===== config.mk =====
export PLATFORM = sky130hd
export DESIGN_NAME = ioport_window
export DESIGN_NICKNAME = d
export VERILOG_FILES = /design/src/rtl/ioport_pkg.sv /design/src/rtl/ioport_decode.sv /design/src/rtl/ioport_regs.sv /design/src/rtl/ioport_seq.sv /design/src/rtl/ioport_window.sv
export SDC_FILE = /design/constraint.sdc
export NUM_CORES = 1
export LEC_CHECK = 0
export ABC_AREA = 1
export BUFFER_PORTS_ARGS = -buffer_cell sky130_fd_sc_hd__buf_4
export CORE_MARGIN = 4
export CORE_UTILIZATION = 42
export CTS_CLUSTER_DIAMETER = 120
export CTS_CLUSTER_SIZE = 10
export DETAILED_ROUTE_END_ITERATION = 10
export PLACE_DENSITY = 0.72
export SLEW_MARGIN = 40
export SYNTH_ARGS = -nofsm -noshare
export SYNTH_HDL_FRONTEND = slang
export SYNTH_HIERARCHICAL = 1
export SYNTH_SLANG_ARGS = --single-unit
export TNS_END_PERCENT = 10

===== constraint.sdc =====
create_clock -name clk -period 3.6 [get_ports clk]
set_clock_uncertainty 0.2 [all_clocks]
set_input_delay 0.18 -clock clk [delete_from_list [all_inputs] [get_ports clk]]
set_output_delay 0.18 -clock clk [all_outputs]
set_load 0.02 [all_outputs]

===== src/rtl/ioport_pkg.sv =====
package ioport_pkg;
  typedef enum logic [1:0] {
    SQ_IDLE = 2'd0,
    SQ_BUSY = 2'd1,
    SQ_DONE = 2'd2
  } seq_st_t;
endpackage


===== src/rtl/ioport_decode.sv =====
module ioport_decode #(
  parameter int HAW  = 16,
  parameter int NREG = 5,
  localparam int OFF_W = $clog2(NREG)
) (
  input  logic [HAW-1:0]   base,
  input  logic [HAW-1:0]   addr,
  output logic             hit,
  output logic [OFF_W-1:0] off
);
  localparam logic [HAW:0] LIM = (HAW+1)'(NREG);

  logic [HAW:0] diff;

  always_comb begin
    diff = {1'b0, addr} - {1'b0, base};
    hit  = !diff[HAW] && (diff < LIM);
    off  = diff[OFF_W-1:0];
  end
endmodule


===== src/rtl/ioport_regs.sv =====
module ioport_regs #(
  parameter int              DW       = 8,
  parameter int              NAB      = 4,
  parameter int              HAW      = 16,
  parameter logic [HAW-1:0]  RST_BASE = 16'h0300,
  localparam int             AW       = NAB * DW
) (
  input  logic            clk,
  input  logic            rst_n,
  input  logic [NAB-1:0]  ab_we,
  input  logic [DW-1:0]   ab_wdata,
  input  logic            cfg_we,
  input  logic            cfg_lo,
  input  logic [DW-1:0]   cfg_wdata,
  output logic [AW-1:0]   maddr,
  output logic [HAW-1:0]  base
);
  // Address bytes: least significant first.
  for (genvar i = 0; i < NAB; i++) begin : g_ab
    logic [DW-1:0] ab_q, ab_d;

    always_comb begin
      ab_d = ab_q;
      if (ab_we[i]) ab_d = ab_wdata;
    end

    always_ff @(posedge clk or negedge rst_n) begin
      if (!rst_n) ab_q <= '0;
      else        ab_q <= ab_d;
    end

    assign maddr[i*DW +: DW] = ab_q;
  end

  // Base value: loaded most significant byte first (cfg_lo = 0 -> high).
  logic [DW-1:0] bhi_q, bhi_d, blo_q, blo_d;

  always_comb begin
    bhi_d = bhi_q;
    blo_d = blo_q;
    if (cfg_we && !cfg_lo) bhi_d = cfg_wdata;
    if (cfg_we &&  cfg_lo) blo_d = cfg_wdata;
  end

  always_ff @(posedge clk or negedge rst_n) begin
    if (!rst_n) begin
      bhi_q <= RST_BASE[HAW-1 -: DW];
      blo_q <= RST_BASE[DW-1:0];
    end else begin
      bhi_q <= bhi_d;
      blo_q <= blo_d;
    end
  end

  assign base = {bhi_q, blo_q};
endmodule


===== src/rtl/ioport_seq.sv =====
module ioport_seq
  import ioport_pkg::*;
#(
  parameter int DW = 8
) (
  input  logic          clk,
  input  logic          rst_n,
  input  logic          go,
  input  logic          go_we,
  input  logic [DW-1:0] go_wdata,
  input  logic          mem_ack,
  input  logic [DW-1:0] mem_rdata,
  output logic          idle,
  output logic          done,
  output logic          mem_req,
  output logic          mem_we,
  output logic [DW-1:0] mem_wdata,
  output logic [DW-1:0] rdata
);
  seq_st_t       st_q, st_d;
  logic          we_q, we_d;
  logic [DW-1:0] wd_q, wd_d, rd_q, rd_d;

  always_comb begin
    st_d = st_q;
    we_d = we_q;
    wd_d = wd_q;
    rd_d = rd_q;
    unique case (st_q)
      SQ_IDLE: if (go) begin
        st_d = SQ_BUSY;
        we_d = go_we;
        wd_d = go_wdata;
      end
      SQ_BUSY: if (mem_ack) begin
        st_d = SQ_DONE;
        rd_d = mem_rdata;
      end
      SQ_DONE: st_d = SQ_IDLE;
      default: st_d = SQ_IDLE;
    endcase
  end

  always_ff @(posedge clk or negedge rst_n) begin
    if (!rst_n) begin
      st_q <= SQ_IDLE;
      we_q <= 1'b0;
      wd_q <= '0;
      rd_q <= '0;
    end else begin
      st_q <= st_d;
      we_q <= we_d;
      wd_q <= wd_d;
      rd_q <= rd_d;
    end
  end

  assign idle      = (st_q == SQ_IDLE);
  assign done      = (st_q == SQ_DONE);
  assign mem_req   = (st_q == SQ_BUSY);
  assign mem_we    = we_q;
  assign mem_wdata = wd_q;
  assign rdata     = rd_q;

  // a launch from idle raises the memory request next cycle
  p_launch_r5: assert property (@(posedge clk) disable iff (!rst_n)
    (idle && go) |=> mem_req);

  // request attributes hold while the memory waits
  p_hold_r10: assert property (@(posedge clk) disable iff (!rst_n)
    (mem_req && !mem_ack) |=> (mem_req && $stable(mem_we) && $stable(mem_wdata)));

  // an acknowledged request ends and the host is released next
  p_end_r7: assert property (@(posedge clk) disable iff (!rst_n)
    (mem_req && mem_ack) |=> (done && !mem_req));
endmodule


===== src/rtl/ioport_window.sv =====
module ioport_window #(
  parameter int             DW       = 8,
  parameter int             NAB      = 4,
  parameter int             HAW      = 16,
  parameter logic [15:0]    RST_BASE = 16'h0300
) (
  input  logic                clk,
  input  logic                rst_n,
  input  logic [HAW-1:0]      hst_addr,
  input  logic                hst_rd,
  input  logic                hst_wr,
  input  logic [DW-1:0]       hst_wdata,
  output logic [DW-1:0]       hst_rdata,
  output logic                hst_rdy,
  input  logic                cfg_we,
  input  logic                cfg_lo,
  input  logic [DW-1:0]       cfg_wdata,
  output logic                mem_req,
  output logic                mem_we,
  output logic [NAB*DW-1:0]   mem_addr,
  output logic [DW-1:0]       mem_wdata,
  input  logic [DW-1:0]       mem_rdata,
  input  logic                mem_ack
);
  localparam int              NREG     = NAB + 1;
  localparam int              OFF_W    = $clog2(NREG);
  localparam logic [OFF_W-1:0] DATA_OFF = OFF_W'(NAB);

  logic [HAW-1:0]   base;
  logic             hit;
  logic [OFF_W-1:0] off;
  logic             idle, done, hst_any, is_data, go, reg_acc;
  logic [NAB-1:0]   ab_we;
  logic [DW-1:0]    seq_rdata, ab_rdata;

  ioport_decode #(.HAW(HAW), .NREG(NREG)) u_dec (
    .base (base),
    .addr (hst_addr),
    .hit  (hit),
    .off  (off)
  );

  always_comb begin
    hst_any = hst_rd || hst_wr;
    is_data = hit && (off == DATA_OFF);
    go      = idle && hst_any && is_data;
    reg_acc = idle && hst_any && hit && !is_data;
  end

  for (genvar i = 0; i < NAB; i++) begin : g_we
    assign ab_we[i] = reg_acc && hst_wr && (off == OFF_W'(i));
  end

  ioport_regs #(.DW(DW), .NAB(NAB), .HAW(HAW), .RST_BASE(HAW'(RST_BASE))) u_regs (
    .clk       (clk),
    .rst_n     (rst_n),
    .ab_we     (ab_we),
    .ab_wdata  (hst_wdata),
    .cfg_we    (cfg_we),
    .cfg_lo    (cfg_lo),
    .cfg_wdata (cfg_wdata),
    .maddr     (mem_addr),
    .base      (base)
  );

  ioport_seq #(.DW(DW)) u_seq (
    .clk       (clk),
    .rst_n     (rst_n),
    .go        (go),
    .go_we     (hst_wr),
    .go_wdata  (hst_wdata),
    .mem_ack   (mem_ack),
    .mem_rdata (mem_rdata),
    .idle      (idle),
    .done      (done),
    .mem_req   (mem_req),
    .mem_we    (mem_we),
    .mem_wdata (mem_wdata),
    .rdata     (seq_rdata)
  );

  always_comb begin
    ab_rdata = '0;
    for (int k = 0; k < NAB; k++) begin
      if (off == OFF_W'(k)) ab_rdata = mem_addr[k*DW +: DW];
    end
  end

  assign hst_rdy   = reg_acc || done;
  assign hst_rdata = done ? seq_rdata : ((reg_acc && hst_rd) ? ab_rdata : '0);

  // the host is held off while the memory cycle is pending
  p_stall_r7: assert property (@(posedge clk) disable iff (!rst_n)
    mem_req |-> !hst_rdy);

  // the memory address holds while the memory waits
  p_addr_hold_r10: assert property (@(posedge clk) disable iff (!rst_n)
    (mem_req && !mem_ack) |=> $stable(mem_addr));

  // completing a data cycle leaves the address untouched
  p_no_step_r8: assert property (@(posedge clk) disable iff (!rst_n)
    (mem_req && mem_ack) |=> $stable(mem_addr));

  // an access outside the window starts nothing
  p_miss_quiet_r9: assert property (@(posedge clk) disable iff (!rst_n)
    (idle && hst_any && !hit) |=> !mem_req);
endmodule


==> impl_metrics.json <==
{
  "r2r-end": "u_regs/g_ab[0].ab_q[1]",
  "max-slew-margin-rel_pct": 54.6,
  "synth_area_leader_cell": "dfrtp_1",
  "rows": 37,
  "seq_area_frac_synth_pct": 37.9,
  "p_leak_nw": 3.20,
  "tightest_slew_ns": 0.678,
  "syn_avg_cell_area_sq_um": 6.94,
  "syn_to_final_growth_pct": 33.3,
  "grtUsageTotal_pct": 22.1,
  "fin_crit_ns": 3.40,
  "grt_max_degree": 68,
  "grt_pass1_vias": 4671,
  "async_reset_ff_share_pct": 100,
  "postRouteAntennaNets": 0,
  "synth.area.top_cells": "dfrtp_1, nand2_1, inv_1, nand3_1, ha_1",
  "dpl.hpwl_microns": 9680,
  "hold_violations": 0,
  "rr_worst_depth": 20,
  "finalSetupViolCount": 0,
  "htreeDepth": 3,
  "ys_ff_latch": 67,
  "synth_commonest_cells": "nand2_1, inv_1, dfrtp_1",
  "cp-end-kind": "primary output",
  "netlist.area_leader.share_pct": 36.7,
  "overflow": 0,
  "first_pass_iters": 5,
  "gp_routability_congestion": 0.893,
  "routed-via-count": 4591,
  "placed_cells": 859,
  "crit_path_max_fanout": 8,
  "die_h_microns": 111,
  "io_buffers": 97,
  "start_kind": "flip-flop",
  "outcome": "finished clean",
  "drive_gt1_share_pct": 22.3,
  "wl_per_cell_microns": 14.6,
  "cts.sinks": 67,
  "fp.dieW_microns": 111,
  "numCtsBuffers": 9,
  "antenna_cells": 0,
  "fin_cells": 915,
  "power_density_mw_per_mm2": 343,
  "synth_edf_count": 0,
  "hold_path_class": "in2async",
  "cts_tree": "yes",
  "clockBufferDepth": 2,
  "peakVddDrop_mv": 0.201,
  "crit_type": "reg2out",
  "arrival_ns": 3.02,
  "antenna_found_initial": 0,
  "timing.rr.start": "u_regs/blo_q[0]",
  "max_cap_viol_count": 0,
  "totalWireLength_microns": 13400,
  "ys.flop_type": "dfrtp_1",
  "whs_ns": 0.194,
  "dieArea_sq_mm": 0.0123,
  "crit_start": "u_regs/blo_q[0]",
  "r2r_slack_ns": 0.42,
  "syn-cell-area_sq_mm": 0.00443,
  "syn_inst": 638,
  "initial_utilization_pct": 43.1,
  "syn_nets": 702,
  "num_io_pins": 98,
  "timing.critical_path.required_ns": 3.22,
  "core_sq_mm": 0.0103,
  "root_buffer": "clkbuf_8",
  "clkTransAtPathRegs_ns": 0.07,
  "drc_errors": 0,
  "post-synth-top-count-cell": "nand2_1",
  "yosysWarnings": 6,
  "drt_iter0_markers": 274,
  "final_nets": 840,
  "drv_slew": 0,
  "max_freq_mhz": 294,
  "yosys.cell_types.count": 37,
  "grt_pass1_wl_microns": 22400,
  "clock_latency_ns": 0.34,
  "vias_per_cell": 5.02,
  "period_share_pct": 94.5
}
-- cell families (layout without fill, tap and decap cells) --
group	after synthesis	count (layout)	share of synthesized area, %
and+or+nand+nor	378	378	37.6
buffers and inverters	124	265	13.0
DFF	67	67	37.9
AOI/OAI and AO/OA	52	52	6.58
adders and majority gates	17	17	4.97
-- power by group --
group,internal (mW),total [mW],switching (mW)
clock network,0.279,0.558,0.279
registers,0.785,0.802,0.0173
logic,0.250,0.663,0.414
-- cells in the final DEF (no fill, tap or decap), drive strengths merged, types with 4 or more instances in the layout --
cell type,n
dlygate4sd3,38
dfrtp,65
buf,107
nor2,44
nand3b,4
ha,16
o21ai,33
nand2,235
nand4,21
inv,105
clkbuf,12
a21oi,8
o211ai,8
nand3,65
nor3,5
-- stage by stage --
step           TNS (ns)  utilization [%]  power, mW  worst slack, ns  area (sq um)
5_1_grt         -0.0117             57.5       2.16         -0.00909          5900
2_1_floorplan         0                -       1.24            0.491          4430
3_3_place_gp          0             50.6       1.40            0.278          5200
4_1_cts               0             56.0       2.00           0.0109          5760
6_report              0             57.5       2.02            0.199          5900
3_5_place_dp          0             50.6       1.41            0.205          5200
-- worst max path at each step --
stage,slack [ns],to
6_report,0.20,hst_rdata[5]
3_3_place_gp,0.28,u_regs/g_ab[0].ab_q[5]
4_1_cts,0.01,hst_rdata[4]
2_1_floorplan,0.49,u_regs/g_ab[2].ab_q[5]
3_5_place_dp,0.21,u_regs/g_ab[0].ab_q[1]
5_1_grt,-0.009,hst_rdata[6]
-- state kept, by name (all words and copies together) (netlist names) --
name	cells
u_regs/bhi_q	8
u_regs/blo_q	8
u_regs/g_ab.ab_q	32
u_seq/mem_wdata	8
u_seq/mem_we	1
u_seq/rdata	8
u_seq/st_q	2
-- routing by layer --
layer / up-vias / share of wire (%) / GRT usage, %
met1: 2158 / 43 / 27.5
met3: 25 / 5.6 / 3.88
met5: - / 0 / 0
met4: 0 / 2.1 / 7.80
li1: 2280 / - / -
met2: 128 / 50 / 38.4
-- what timing repair did --
item / in CTS / in global routing
pin swaps: 0 / 6
setup endpoints to repair: 8 / 30
setup buffers: 0 / 4
resized for setup: 2 / 31
hold buffers: 38 / 0
hold endpoints to repair: 131 / 0
-- critical path: stages (launching register included) --
cell,delay (ns)
dfrtp_1,0.39
ha_2,0.20
fa_2,0.33
inv_2,0.08
buf_4,0.12
nand3_2,0.06
nand2_1,0.09
nand3_2,0.10
nand3_1,0.08
nand2_1,0.05
nand2_1,0.06
nand2_1,0.05
inv_1,0.05
nand3_1,0.08
nor2_2,0.14
nand2_2,0.10
nor2_4,0.16
nand3_4,0.14
nor2_1,0.11
nand2_1,0.07
nand2_1,0.07
buf_4,0.14
-- final cells by class --
| type | count | area [sq um] |
|---|---|---|
| fillers | 967 | 4370 |
| multi-input cells | 447 | 2290 |
| flip-flops and latches | 67 | 1680 |
| repair buffers | 145 | 1190 |
| inverters | 106 | 407 |
| well taps | 136 | 170 |
| clock buffers | 12 | 155 |
| clock inverters | 2 | 12.5 |
Power figures use the tool's default switching activity.
